**config.mk**
```make
export PLATFORM = sky130hd
export DESIGN_NAME = wdt_power_gated
export DESIGN_NICKNAME = d
export VERILOG_FILES = /design/src/rtl/wdt_pkg.sv /design/src/rtl/wdt_mode_reg.sv /design/src/rtl/wdt_tick_src.sv /design/src/rtl/wdt_counter.sv /design/src/rtl/wdt_power_gated.sv
export SDC_FILE = /design/constraint.sdc
export NUM_CORES = 1
export LEC_CHECK = 0
export ABC_AREA = 1
export BUFFER_PORTS_ARGS = -buffer_cell sky130_fd_sc_hd__buf_2
export CORE_AREA = 2 2 49 51
export DETAILED_ROUTE_END_ITERATION = 10
export DIE_AREA = 0 0 51 53
export PLACE_DENSITY = 0.78
export SYNTH_ARGS = -nofsm -noshare
export SYNTH_HDL_FRONTEND = slang
export SYNTH_HIERARCHICAL = 1
export SYNTH_SLANG_ARGS = --single-unit
```
**constraint.sdc**
```tcl
create_clock -name clk -period 2.2 [get_ports clk]
set_input_delay 0.11 -clock clk [delete_from_list [all_inputs] [get_ports clk]]
set_output_delay 0.11 -clock clk [all_outputs]
set_load 0.1 [all_outputs]
```
**src/rtl/wdt_pkg.sv**
```systemverilog
package wdt_pkg;

    localparam int REG_W = 8;

    typedef enum logic [1:0] {
        TAP_SHORT   = 2'd0,
        TAP_NORMAL  = 2'd1,
        TAP_LONG    = 2'd2,
        TAP_LONGEST = 2'd3
    } tap_sel_e;

    localparam int NUM_TAPS = 2 ** $bits(tap_sel_e);

    typedef struct packed {
        logic     src_xtal;
        logic     stop_run;
        logic     halt_run;
        tap_sel_e tap;
    } wdt_mode_t;

    localparam int MODE_W = $bits(wdt_mode_t);

    localparam wdt_mode_t MODE_DEFAULT = '{
        src_xtal: 1'b0,
        stop_run: 1'b1,
        halt_run: 1'b1,
        tap:      TAP_NORMAL
    };

    function automatic logic reserved_clear(input logic [REG_W-1:0] d);
        return (d >> MODE_W) == '0;
    endfunction

    function automatic wdt_mode_t decode_mode(input logic [REG_W-1:0] d);
        return wdt_mode_t'(d[MODE_W-1:0]);
    endfunction

    function automatic int pick_log(input int idx, input int l0, input int l1,
                                    input int l2, input int l3);
        case (idx)
            0:       return l0;
            1:       return l1;
            2:       return l2;
            default: return l3;
        endcase
    endfunction

    function automatic int max_log(input int l0, input int l1, input int l2, input int l3);
        int m;
        m = l0;
        if (l1 > m) m = l1;
        if (l2 > m) m = l2;
        if (l3 > m) m = l3;
        return m;
    endfunction

endpackage

```
**src/rtl/wdt_mode_reg.sv**
```systemverilog
module wdt_mode_reg
    import wdt_pkg::*;
(
    input  logic             clk,
    input  logic             rst,
    input  logic             wr_en,
    input  logic [REG_W-1:0] wr_data,
    input  logic             reload,
    output wdt_mode_t        mode_o
);

    wdt_mode_t mode_q;

    always_ff @(posedge clk) begin
        if (rst || reload) begin
            mode_q <= MODE_DEFAULT;
        end else if (wr_en && reserved_clear(wr_data)) begin
            mode_q <= decode_mode(wr_data);
        end
    end

    assign mode_o = mode_q;

endmodule

```
**src/rtl/wdt_tick_src.sv**
```systemverilog
module wdt_tick_src
    import wdt_pkg::*;
#(
    parameter int SYNC_STAGES = 2
) (
    input  logic      clk,
    input  logic      rst,
    input  logic      rc_tick,
    input  wdt_mode_t mode,
    input  logic      halt,
    input  logic      stop,
    output logic      tick_o
);

    logic [SYNC_STAGES:0] sync_q;
    logic                 rc_rise;
    logic                 frozen;

    always_ff @(posedge clk) begin
        if (rst) begin
            sync_q <= '0;
        end else begin
            sync_q <= {sync_q[SYNC_STAGES-1:0], rc_tick};
        end
    end

    assign rc_rise = sync_q[SYNC_STAGES-1] & ~sync_q[SYNC_STAGES];
    assign frozen  = (halt & ~mode.halt_run) | (stop & ~mode.stop_run);

    generate
        if (SYNC_STAGES < 1) begin : g_bad_sync
            initial $error("SYNC_STAGES must be at least 1");
        end
    endgenerate

    always_comb begin
        if (frozen) begin
            tick_o = 1'b0;
        end else if (mode.src_xtal) begin
            tick_o = 1'b1;
        end else begin
            tick_o = rc_rise;
        end
    end

endmodule

```
**src/rtl/wdt_counter.sv**
```systemverilog
module wdt_counter
    import wdt_pkg::*;
#(
    parameter int TAP_LOG0 = 8,
    parameter int TAP_LOG1 = 9,
    parameter int TAP_LOG2 = 10,
    parameter int TAP_LOG3 = 12,
    parameter int CNT_W    = max_log(TAP_LOG0, TAP_LOG1, TAP_LOG2, TAP_LOG3)
) (
    input  logic             clk,
    input  logic             rst,
    input  logic             tick,
    input  logic             refresh,
    input  tap_sel_e         tap,
    output logic [CNT_W-1:0] count_o,
    output logic [CNT_W-1:0] limit_o,
    output logic             hit_o,
    output logic             fire_o
);

    logic [CNT_W-1:0] lim_tab [NUM_TAPS];
    logic [CNT_W-1:0] cnt_q;
    logic             fire_q;

    for (genvar i = 0; i < NUM_TAPS; i++) begin : g_lim
        localparam int LOG = pick_log(i, TAP_LOG0, TAP_LOG1, TAP_LOG2, TAP_LOG3);
        assign lim_tab[i] = CNT_W'((64'd1 << LOG) - 64'd1);
    end

    assign limit_o = lim_tab[tap];
    assign hit_o   = tick & ~refresh & (cnt_q >= limit_o);

    always_ff @(posedge clk) begin
        if (rst) begin
            cnt_q  <= '0;
            fire_q <= 1'b0;
        end else begin
            fire_q <= hit_o;
            if (refresh || hit_o) begin
                cnt_q <= '0;
            end else if (tick) begin
                cnt_q <= cnt_q + 1'b1;
            end
        end
    end

    assign count_o = cnt_q;
    assign fire_o  = fire_q;

endmodule

```
**src/rtl/wdt_power_gated.sv**
```systemverilog
module wdt_power_gated
    import wdt_pkg::*;
#(
    parameter int TAP_LOG0    = 8,
    parameter int TAP_LOG1    = 9,
    parameter int TAP_LOG2    = 10,
    parameter int TAP_LOG3    = 12,
    parameter int SYNC_STAGES = 2
) (
    input  logic       clk,
    input  logic       rst,
    input  logic       wr_en,
    input  logic [7:0] wr_data,
    input  logic       refresh,
    input  logic       halt,
    input  logic       stop,
    input  logic       rc_tick,
    output logic       wdt_rst
);

    localparam int CNT_W = max_log(TAP_LOG0, TAP_LOG1, TAP_LOG2, TAP_LOG3);

    wdt_mode_t        mode_q;
    logic             tick;
    logic             hit;
    logic [CNT_W-1:0] count;
    logic [CNT_W-1:0] limit;

    wdt_mode_reg u_mode (
        .clk     (clk),
        .rst     (rst),
        .wr_en   (wr_en),
        .wr_data (wr_data),
        .reload  (hit),
        .mode_o  (mode_q)
    );

    wdt_tick_src #(
        .SYNC_STAGES (SYNC_STAGES)
    ) u_tick (
        .clk     (clk),
        .rst     (rst),
        .rc_tick (rc_tick),
        .mode    (mode_q),
        .halt    (halt),
        .stop    (stop),
        .tick_o  (tick)
    );

    wdt_counter #(
        .TAP_LOG0 (TAP_LOG0),
        .TAP_LOG1 (TAP_LOG1),
        .TAP_LOG2 (TAP_LOG2),
        .TAP_LOG3 (TAP_LOG3),
        .CNT_W    (CNT_W)
    ) u_cnt (
        .clk     (clk),
        .rst     (rst),
        .tick    (tick),
        .refresh (refresh),
        .tap     (mode_q.tap),
        .count_o (count),
        .limit_o (limit),
        .hit_o   (hit),
        .fire_o  (wdt_rst)
    );

endmodule

```
## After elaboration in Yosys (flattened, before gate mapping)

Index checks and enable logic that the tools add are counted.

- Add/sub/neg operators: 1
- Order comparisons: 2
- Multiplexer cells: 5
- Bitwise operators: 11
- Reductions and logical operators: 5

Operators by type and width:

| operator | number |
|---|---|
| $bmux 12 s2 | 1 |
| $mux 12 | 2 |
| $add 12x1->12 const B | 1 |
| $ge 12x12->1 | 1 |
| $logic_not 8->1 | 1 |
| $and 1x1->1 | 5 |
| $not 1->1 | 4 |
| $ge 3x3->1 const B | 1 |
| $not 2->3 | 1 |
| $logic_or 1x1->1 | 2 |
| $mux 1 | 2 |
| $reduce_or 2->1 | 1 |
| $logic_and 1x1->1 | 1 |
| $or 1x1->1 | 1 |

- Flip-flop bits (word level): 21
- Bits of input ports: 15
- Output and inout port bits: 1
- Word-level logic and storage cells: 31

## Longest topological paths before layout

Gate-level depths: netlist (run 1).

- Depth in word-level cells: 8
- Depth in mapped cells: 11
- Mapped depth without buffers: 11

## Cells and area by module

The synthesis (run 1) kept the hierarchy.

By module, submodules not included:

| module | instances | cells each | area an instance (um^2) |
|---|---|---|---|
| wdt_counter | 1 | 115 | 822.0 |
| wdt_mode_reg | 1 | 29 | 210.2 |
| wdt_tick_src | 1 | 17 | 116.4 |

## Worst setup path before layout (run 1)

No wires, ideal clock.

- Kind: register to register
- Start point: register, netlist name u_mode/mode_o[1]
- End point: register, netlist name u_mode/mode_o[0]
- Setup time: 0.130 ns
- Arrival: 1.455 ns
- Required time: 2.070 ns
- Slack: 0.614 ns
- Cell stages (with the launch flop): 11
- Path buffers: 0
- Clock period less this slack: 1.586 ns
- Cells stage by stage: dfxtp_1 > nand2_1 > ha_1 > nand2_1 > inv_1 > a21oi_1 > nand2_1 > nand2_1 > inv_1 > nor2_1 > nand3_1

- Word-level cells in the longest chain between the ends: 7

RTL lines:

| what | RTL line | RTL |
|---|---|---|
| $not 2->3 (not written as such) | wdt_counter.sv:30 | `assign limit_o = lim_tab[tap];` |
| $bmux 12 s2 | wdt_counter.sv:30 |  |
| $mux 12 (not written as such) (2 in series) | wdt_counter.sv:30 |  |
| $ge 12x12->1 | wdt_counter.sv:31 | `assign hit_o = tick & ~refresh & (cnt_q >= limit_o);` |
| $and 1x1->1 | wdt_counter.sv:31 |  |
| named net hit | wdt_power_gated.sv:25 | `logic hit;` |
| $logic_or 1x1->1 | wdt_mode_reg.sv:15 | `if (rst \|\| reload) begin` |

The timed path passes the listed nets, and every way through them passes these cells. The select of a mux whose other input is x is not followed.
A chain may end at the register's enable or synchronous reset.

## Final worst setup path (run 1)

- Start point: register, netlist name u_mode/mode_o[1]
- End point: register, netlist name u_mode/mode_o[4]

- Word-level cells in the longest chain between the ends: 7

RTL lines:

| what | RTL line |
|---|---|
| $not 2->3 (not written as such) | wdt_counter.sv:30 |
| $bmux 12 s2 | wdt_counter.sv:30 |
| $mux 12 (not written as such) (2 in series) | wdt_counter.sv:30 |
| $ge 12x12->1 | wdt_counter.sv:31 |
| $and 1x1->1 | wdt_counter.sv:31 |
| named net hit | wdt_power_gated.sv:25 |
| $logic_or 1x1->1 | wdt_mode_reg.sv:15 |

The timed path passes the listed nets, and every way through them passes these cells. The select of a mux whose other input is x is not followed.

==> results of run 1 <==
registers in the layout, summed over array words and instances (netlist names):
register / count
u_mode/mode_o: 5
u_cnt/fire_o: 1
u_tick/sync_q: 3
u_cnt/count_o: 12
power groups by stage:
| stage | sequential (uW) | combinational [uW] | clock [uW] |
|---|---|---|---|
| 6_report | 390 | 49.8 | 180 |
| 5_1_grt | 391 | 57.2 | 206 |
| 2_1_floorplan | 398 | 30.7 | 0 |
| 3_5_place_dp | 398 | 48.8 | 0 |
| 4_1_cts | 390 | 50.3 | 192 |
| 3_3_place_gp | 398 | 46.7 | 0 |
cells in the final DEF, fill, tap and decap left out, drive strengths merged:
master,count
xnor2,4
ha,5
clkinv,1
a21oi,4
mux2i,1
or2,1
nand4,1
dlygate4sd3,1
clkbuf,3
nor2,34
o21bai,2
xor2,3
inv,22
nand3,13
buf,15
dfxtp,21
nand2,36
worst max path at each step:
stage | end | depth (start not counted) | slack (ps) | startpoint
6_report | u_mode/mode_o[4] | 11 | 470 | u_mode/mode_o[1]
5_1_grt | u_mode/mode_o[4] | 11 | 230 | u_mode/mode_o[1]
4_1_cts | u_mode/mode_o[4] | 11 | 450 | u_mode/mode_o[1]
3_5_place_dp | u_mode/mode_o[2] | 10 | 470 | u_mode/mode_o[1]
3_3_place_gp | u_mode/mode_o[0] | 10 | 550 | u_mode/mode_o[1]
2_1_floorplan | u_mode/mode_o[0] | 10 | 660 | u_mode/mode_o[1]
stage by stage:
step / hold slack, ps / total power (uW) / cells
after floorplan: 181.2 / 428.3 / 148
after global placement: 316.9 / 444.9 / 190
after detailed placement: 321.9 / 447.2 / 190
after CTS: 9.009 / 632.2 / 195
after global routing: 18.25 / 654.2 / 195
final: 21.73 / 620.0 / 195
routing by layer:
| metal | vias to the layer above | share of wire |
|---|---|---|
| met4 | 0 | 0 |
| met1 | 386 | 0.47 |
| met5 | - | 0 |
| li1 | 490 | - |
| met2 | 16 | 0.49 |
| met3 | 0 | 0.037 |
repair_timing:
action | in CTS | in global routing
hold buffers | 1 | 0
endpoints found under the hold margin | 1 | 0
setup buffers | 0 | 0
area by class of cell:
| type | count | area (um2) | area share |
|---|---|---|---|
| clock buffer | 3 | 22.52 | 0.01879 |
| timing repair buffer | 16 | 85.08 | 0.07098 |
| multi-input combinational | 104 | 548.0 | 0.4572 |
| sequential | 21 | 420.4 | 0.3507 |
| tap | 28 | 35.03 | 0.02923 |
| clock inverter | 1 | 5.005 | 0.004175 |
| inverter | 22 | 82.58 | 0.06889 |
worst max-delay path: stages (launching register included):
cell and delay, ps:
dfxtp_1 390, nand2_1 90, ha_1 300, nand2_1 80
inv_1 40, a21oi_1 120, nand2_1 60, nand2_1 110
inv_1 50, nor2_1 270, nand2_1 90, nor2_1 90
==> qor.yml, run 1 <==
cts_tree: "done"
setup_violations: 0
clkPwrFrac: 0.291
clock_sinks: 21
critPathRequiredTime_ps: 2450
crit_type: "flip-flop to flip-flop"
viasPerCell: 4.574
first_global_vias: 826
cts_made_buffers: 3
crit_fanout: 5
syn_to_final_growth_pct: 12.84
syn_area_um2: 1062
fmax_mhz: 577.0
drcViolationCount: 0
vias: 892
crit_path_start_kind: "flip-flop"
synth_cells: 148
grtUsageMet1: 0.1652
min_period_over_period: 0.7878
dieArea_um2: 2703
synth_nets: 168
dpl-instance-area_um2: 1161
setup-tns-final_ps: 0
finalMaxSlewViolations: 0
dpl.hpwl_mm: 1.459
critPathCaptureType: "flip-flop"
crit_arrival_ps: 1980
hold_path_class: "input port to flip-flop"
fp.dieW_um: 51
p_leak_uw: 0.0005687
avgSynthCellArea_um2: 7.177
hold_start: "rst"
final.fill_count: 200
peakVddDrop_uv: 450.2
setup_slack_ps: 466.9
antenna_left: 0
wirelength_mm: 1.797
finalInstanceArea_um2: 1199
drive_above_1_share: 0.1856
antenna_cells: 0
dr.pass1.iters: 4
relSlewSlack: 0.6801
worstRegToRegCells: 11
grt_pass1_wl_mm: 3.180
status: "finished, final reports clean"
dpl_worst_slack_ps: 473.6
overflow: 0
period_needed_ps: 1733
rr_startpoint: "u_mode/mode_o[1]"
insertion_delay_ps: 300
grt_max_degree: 13
rsz0062_at_grt: "false"
combPwrFrac: 0.080
postLayoutCoreUtil: 0.5580
yosysWarnings: 6
tightest_slew_ps: 483.2
max-cap-violations: 0
finClkSkew_ps: 5.912
hold_violations: 0
clk_path_buf_depth: 2
wire_per_inst_um: 9.215
h-tree-depth: 1
hold_path_end: "u_tick/sync_q[0]"
reg2reg_to: "u_mode/mode_o[4]"
grt_antenna_before_repair: 0
p_sw_uw: 144.4
die_h_um: 53
internal_power_uw: 475.6
gr-usage-all-layers: 0.1535
busiest_layer: "met2"
nNetsFinal: 188
ctsResizeCount: 0
seqPwrFrac: 0.629
design.core.area_um2: 2148
r2r_slack_ps: 470
gr-usage-met2: 0.2987
top_level_ports: 16
grt_use_met3: 0.05085
drt_iter0_markers: 10
cts_root_buf: "clkbuf_4"
cellPowerDensity_nw_per_um2: 517.3
port-buffer-count: 15
num_rows: 17
place_congestion: 0.7325
hold_depth: 2
switching_share: 0.2329
clkTransAtPathRegs_ps: 120
initial_core_util: 0.4945
Note: power is estimated with default switching activity, not from simulation.
==> inputs of run 2 (changes only) <==
Settings changed: ABC_AREA 1 to 0, CORE_AREA 2 2 49 51 to 2 2 51 53, DIE_AREA 0 0 51 53 to 0 0 53 55, PLACE_DENSITY 0.78 to 0.75.
Clock period 2.2 ns to 1.5 ns, I/O delays scaled along.
==> run 2 against run 1 <==
Effect of this change: the flow now finishes with violations (negative setup slack); clock skew decreased by 4.1 ps; sequential share of layout area decreased by 5.7 points; register-to-register slack got worse by 970 ps; combinational power increased by 82%; setup slack got worse by 970 ps; clock-buffer cell count increased by 1; fmax decreased by 13%; sequential power increased by 46%; critical path depth decreased by 3; cell area increased by 20%; first-iteration DRC count increased by 30%; critical path type unchanged; largest power group unchanged.
==> qor.yml, run 2 <==
finalInstanceArea_um2: 1439  # +20%
rsz0062_at_grt: "true"
finClkSkew_ps: 1.792  # -4.120 ps
crit_arrival_ps: 2210  # +230 ps
dpl.hpwl_mm: 1.710  # +17%
status: "complete, but fails checks"
wire_per_inst_um: 12.86  # +40%
viasPerCell: 5.130  # +12%
grt_antenna_before_repair: 0  # unchanged
drt_iter0_markers: 13  # +3
finalMaxSlewViolations: 0  # unchanged
highest_layer: "met4"
relSlewSlack: 0.6695  # -0.01054
largest_reg_flops: 12  # unchanged
cts_made_buffers: 3  # unchanged
drcViolationCount: 0  # unchanged
layout_commonest_cell: "buf_4"
peakVddDrop_uv: 717.3  # +59%
vias: 944  # +5.8%
violations: "negative setup slack"
drive_above_1_share: 0.3831  # +0.1975
antenna_left: 0  # unchanged
drt-met1-wl_um: 919  # +9.1%
dpl_worst_slack_ps: -521.9  # -995.5 ps
fmax_mhz: 499.6  # -13%
crit_type: "flip-flop to flip-flop"
layout.cells.non_filler: 184  # -5.6%
worstSetupStartpoint: "u_mode/mode_o[2]"
first_global_vias: 961  # +16%
met2_length_mm: 1.312  # +48%
num_rows: 18  # +1
hold_violations: 0  # unchanged
critPathCaptureType: "flip-flop"
clk_path_buf_depth: 2  # unchanged
worstRegToRegCells: 8  # -3
dieArea_um2: 2915  # +7.8%
clkTransAtPathRegs_ps: 110  # about the same
die_h_um: 55  # +3.8%
max-cap-violations: 0  # unchanged
dp_cells: 176  # -7.4%
tightest_slew_ps: 493.6  # +10.40 ps
dr.pass1.iters: 4  # unchanged
crit_path_start_kind: "flip-flop"
min_period_over_period: 1.334  # +0.5466
period_needed_ps: 2002  # +268.5 ps
hold_depth: 3  # +1
hold_slack_ps: 37.30  # +15.57 ps
critPathRequiredTime_ps: 1710  # -740 ps
mostFrequentLayoutCells: "22 x buf_4, 19 x dfxtp_1, 15 x buf_2, 15 x nor2_1, 8 x nor3_1"
h-tree-depth: 1  # unchanged
setup_slack_ps: -501.6  # -968.5 ps
cellPowerDensity_nw_per_um2: 650.4  # +26%
place_congestion: 0.8342  # +14%
synth_cells: 113  # -24%
grt_max_degree: 16  # +3
cts_root_buf: "clkbuf_4"
hold_path_class: "input port to flip-flop"
crit_fanout: 6  # +1
gr-usage-all-layers: 0.1853  # +0.03184
syn_to_final_growth_pct: 37.23
antenna_cells: 0  # unchanged
initial_core_util: 0.4434  # -0.05108
grt_pass1_wl_mm: 3.864  # +22%
port-buffer-count: 15  # unchanged
rr_startpoint: "u_mode/mode_o[2]"
avgSynthCellArea_um2: 9.279  # +29%
cts_tree: "done"
final.fill_count: 206  # +3.0%
dpl-instance-area_um2: 1300  # +12%
p_leak_uw: 0.0005690  # about the same
wirelength_mm: 2.367  # +32%
setup_violations: 18  # +18
overflow: 0  # unchanged
syn_area_um2: 1049  # -1.3%
nNetsFinal: 175  # -6.9%
fp.dieW_um: 53  # +3.9%
top_level_ports: 16  # unchanged
design.core.area_um2: 2365  # +10%
yosysWarnings: 6  # unchanged
clock_sinks: 21  # unchanged
hold_start: "wr_data[2]"
dr_wl_met3_um: 125  # +87%
synth_nets: 133  # -21%
insertion_delay_ps: 310  # about the same
run 2: metrics by stage:
stage	utilization	setup TNS (ps)	power, uW
finish	0.6085	-7625	935.8
global route	0.6085	-9722	973.2
CTS	0.5952	-6728	944.9
detailed placement	0.5497	-8397	658.5
global placement	0.5497	-7920	654.4
floorplan	-	-6289	625.1
run 2: timing repair:
action | in CTS | in global routing
gates resized for setup | 10 | 5
gates cloned | 1 | 0
pin swaps | 6 | 3
endpoints found under the setup margin | 18 | 18
setup buffers | 1 | 1
hold buffers | 1 | 0
hold endpoints to repair | 1 | 0
run 2: worst paths after layout:
| path | to | slack [ps] |
|---|---|---|
| max | u_mode/mode_o[1] | -500 |
| min | u_mode/mode_o[2] | 40 |
| min reg2reg | u_tick/sync_q[2] | 480 |
| max reg2reg | u_mode/mode_o[1] | -500 |
run 2: power by group:
| group | switching (uW) | internal, uW |
|---|---|---|
| Sequential | 3.13 | 565 |
| Clock | 173 | 104 |
| Combinational | 41.8 | 49.0 |
run 2: worst max-delay path, stage by stage (launching register included):
cell and delay (ps):
dfxtp_2 350, inv_2 30, a222oi_1 320, buf_4 190, nand4b_4 100, or4_4 470, nand2_8 110, nor3b_2 50
mux2_4 270
run 2: area by class of cell:
type | instances | area (um2) | area share
timing repair buffer | 40 | 272.8 | 0.1896
tap | 30 | 37.54 | 0.02609
multi-input combinational | 82 | 653.1 | 0.4539
inverter | 7 | 26.28 | 0.01826
sequential | 21 | 422.9 | 0.2939
clock buffer | 4 | 26.28 | 0.01826
run 2: metal layers:
metal  track usage  vias up
met4       0.03419        0
li1              -      476
met5             0        -
met1        0.1888      440
met2        0.3688       26
met3       0.06183        2
==> inputs of run 3 (changes only) <==
Settings changed: CORE_AREA 2 2 51 53 to 2 2 54 56, DIE_AREA 0 0 53 55 to 0 0 56 58, PLACE_DENSITY 0.75 to 0.68.
==> run 3 against run 2 <==
Effect of this change: the run still ends with negative setup slack left; cell area rose by 1.1%; critical path type unchanged; via count rose by 4.2%; critical path depth rose by 1.
==> qor.yml, run 3 (synthesized netlist as in run 2, its figures left out) <==
status: "complete, but fails checks"
violations: "negative setup slack"
cts_root_buf: "clkbuf_4"
multiInputGateArea_um2: 653.1  # unchanged
fmax_mhz: 511.3  # +2.3%
cellPowerDensity_nw_per_um2: 642.0  # -1.3%
dpl_worst_slack_ps: -536.4  # -14.50 ps
tightest_slew_ps: 486.3  # -7.354 ps
peakVddDrop_uv: 649.1  # -9.5%
insertion_delay_ps: 300  # about the same
min_period_over_period: 1.304  # -0.03047
drt_iter0_markers: 32  # +19
largest_reg_flops: 12  # unchanged
nNetsFinal: 177  # +1.1%
top_level_ports: 16  # unchanged
grt_antenna_before_repair: 0  # unchanged
crit_type: "flip-flop to flip-flop"
final.fill_count: 244  # +18%
first_global_vias: 1008  # +4.9%
vias: 984  # +4.2%
dr.pass1.iters: 5  # +1
layout_commonest_cell: "buf_4"
critPathRequiredTime_ps: 1710  # about the same
regArea_um2: 422.9  # unchanged
mostFrequentLayoutCells: "24 x buf_4, 19 x dfxtp_1, 15 x buf_2"
hold_violations: 0  # unchanged
clkTransAtPathRegs_ps: 110  # about the same
dieArea_um2: 3248  # +11%
num_rows: 19  # +1
place_congestion: 0.7280  # -13%
initial_core_util: 0.3938  # -0.04959
crit_path_start_kind: "flip-flop"
crit_arrival_ps: 2160  # -50 ps
port-buffer-count: 15  # unchanged
wirelength_mm: 2.531  # +6.9%
cts_made_buffers: 3  # unchanged
design.core.area_um2: 2663  # +13%
grt_max_degree: 16  # unchanged
setup_violations: 18  # unchanged
overflow: 0  # unchanged
critPathCaptureType: "flip-flop"
clk_path_buf_depth: 2  # unchanged
drcViolationCount: 0  # unchanged
h-tree-depth: 1  # unchanged
hold_path_class: "input port to flip-flop"
gr-usage-all-layers: 0.1706  # -0.01471
clock_sinks: 21  # unchanged
setup_slack_ps: -455.9  # +45.70 ps
rsz0062_at_grt: "true"
relSlewSlack: 0.6780  # +0.008526
finalInstanceArea_um2: 1455  # +1.1%
finalMaxSlewViolations: 0  # unchanged
dpl.hpwl_mm: 1.679  # -1.8%
antenna_left: 0  # unchanged
p_leak_uw: 0.0005886  # +3.5%
antenna_cells: 0  # unchanged
dpl-instance-area_um2: 1316  # +1.3%
crit_fanout: 7  # +1
syn_to_final_growth_pct: 38.78
drive_above_1_share: 0.4103  # +0.02714
finClkSkew_ps: 2.339  # +0.5472 ps
wire_per_inst_um: 13.53  # +5.2%
viasPerCell: 5.262  # +2.6%
fp.dieW_um: 56  # +5.7%
max-cap-violations: 0  # unchanged
cts_tree: "done"
grt_pass1_wl_mm: 4.284  # +11%
period_needed_ps: 1956  # -45.70 ps
die_h_um: 58  # +5.5%
## run 3: cell types whose count changed in the layout (fill, tap and decap cells not counted), moves of 2 or more
cell,change
nor3b_2,-3
nor3_2,+3
nor3_1,-3
buf_4,+2
mux2_2,+2
mux2_4,-2
nor3b_1,+3
## run 3: stage by stage
step | std cells | TNS [ps] | hold slack (ps) | total power (uW) | util
after detailed placement | 179 | -8620 | 290.7 | 658.3 | 0.4944
after CTS | 185 | -6807 | 37.90 | 938.2 | 0.5301
after global placement | 179 | -7926 | 296.1 | 654.3 | 0.4944
after floorplan | 113 | -6289 | 144.1 | 625.1 | -
after global routing | 187 | -9152 | 57.56 | 971.5 | 0.5465
final | 187 | -6638 | 46.51 | 934.3 | 0.5465
## run 3: power by group
part | total (uW) | internal (uW) | switching, uW
logic | 92.3 | 50.6 | 41.7
registers | 568 | 565 | 2.85
clock network | 274 | 104 | 171
## run 3: layer usage
| metal | wire length, um | up-vias | track usage |
|---|---|---|---|
| li1 | - | 480 | - |
| met1 | 1045 | 473 | 0.1872 |
| met2 | 1345 | 22 | 0.3092 |
| met3 | 64 | 9 | 0.02455 |
| met4 | 75 | 0 | 0.1088 |
| met5 | 0 | - | 0 |
## run 3: layout make-up
class	instances	area share
clock buffer	4	0.01806
timing repair buffer	42	0.1978
multi-input combinational	82	0.4488
tap	31	0.02666
inverter	7	0.01806
sequential	21	0.2906
## run 3: final timing paths
kind / start / endpoint / slack, ps / depth (start not counted)
worst min-delay path: wr_data[0] / u_mode/mode_o[0] / 50 / 3
worst max-delay path: u_mode/mode_o[2] / u_mode/mode_o[1] / -460 / 9
worst max register to register: u_mode/mode_o[2] / u_mode/mode_o[1] / -460 / 9
worst min register to register: u_tick/sync_q[0] / u_tick/sync_q[1] / 460 / 1
## run 3: repair_timing
| action | in CTS | in global routing |
|---|---|---|
| resized for setup | 9 | 7 |
| hold endpoints to repair | 1 | 0 |
| setup buffers | 0 | 2 |
| pin swaps | 5 | 7 |
| setup endpoints to repair | 18 | 18 |
| gates cloned | 1 | 0 |
| hold buffers | 1 | 0 |
## run 3: worst max-delay path, cell delays in order (launching register included)
cell and delay, ps:
dfxtp_2 350, inv_2 30, a222oi_1 300, buf_4 190, buf_4 110, inv_1 30, o32a_2 410, nand2_4 120
nor3b_1 60, mux2_2 270
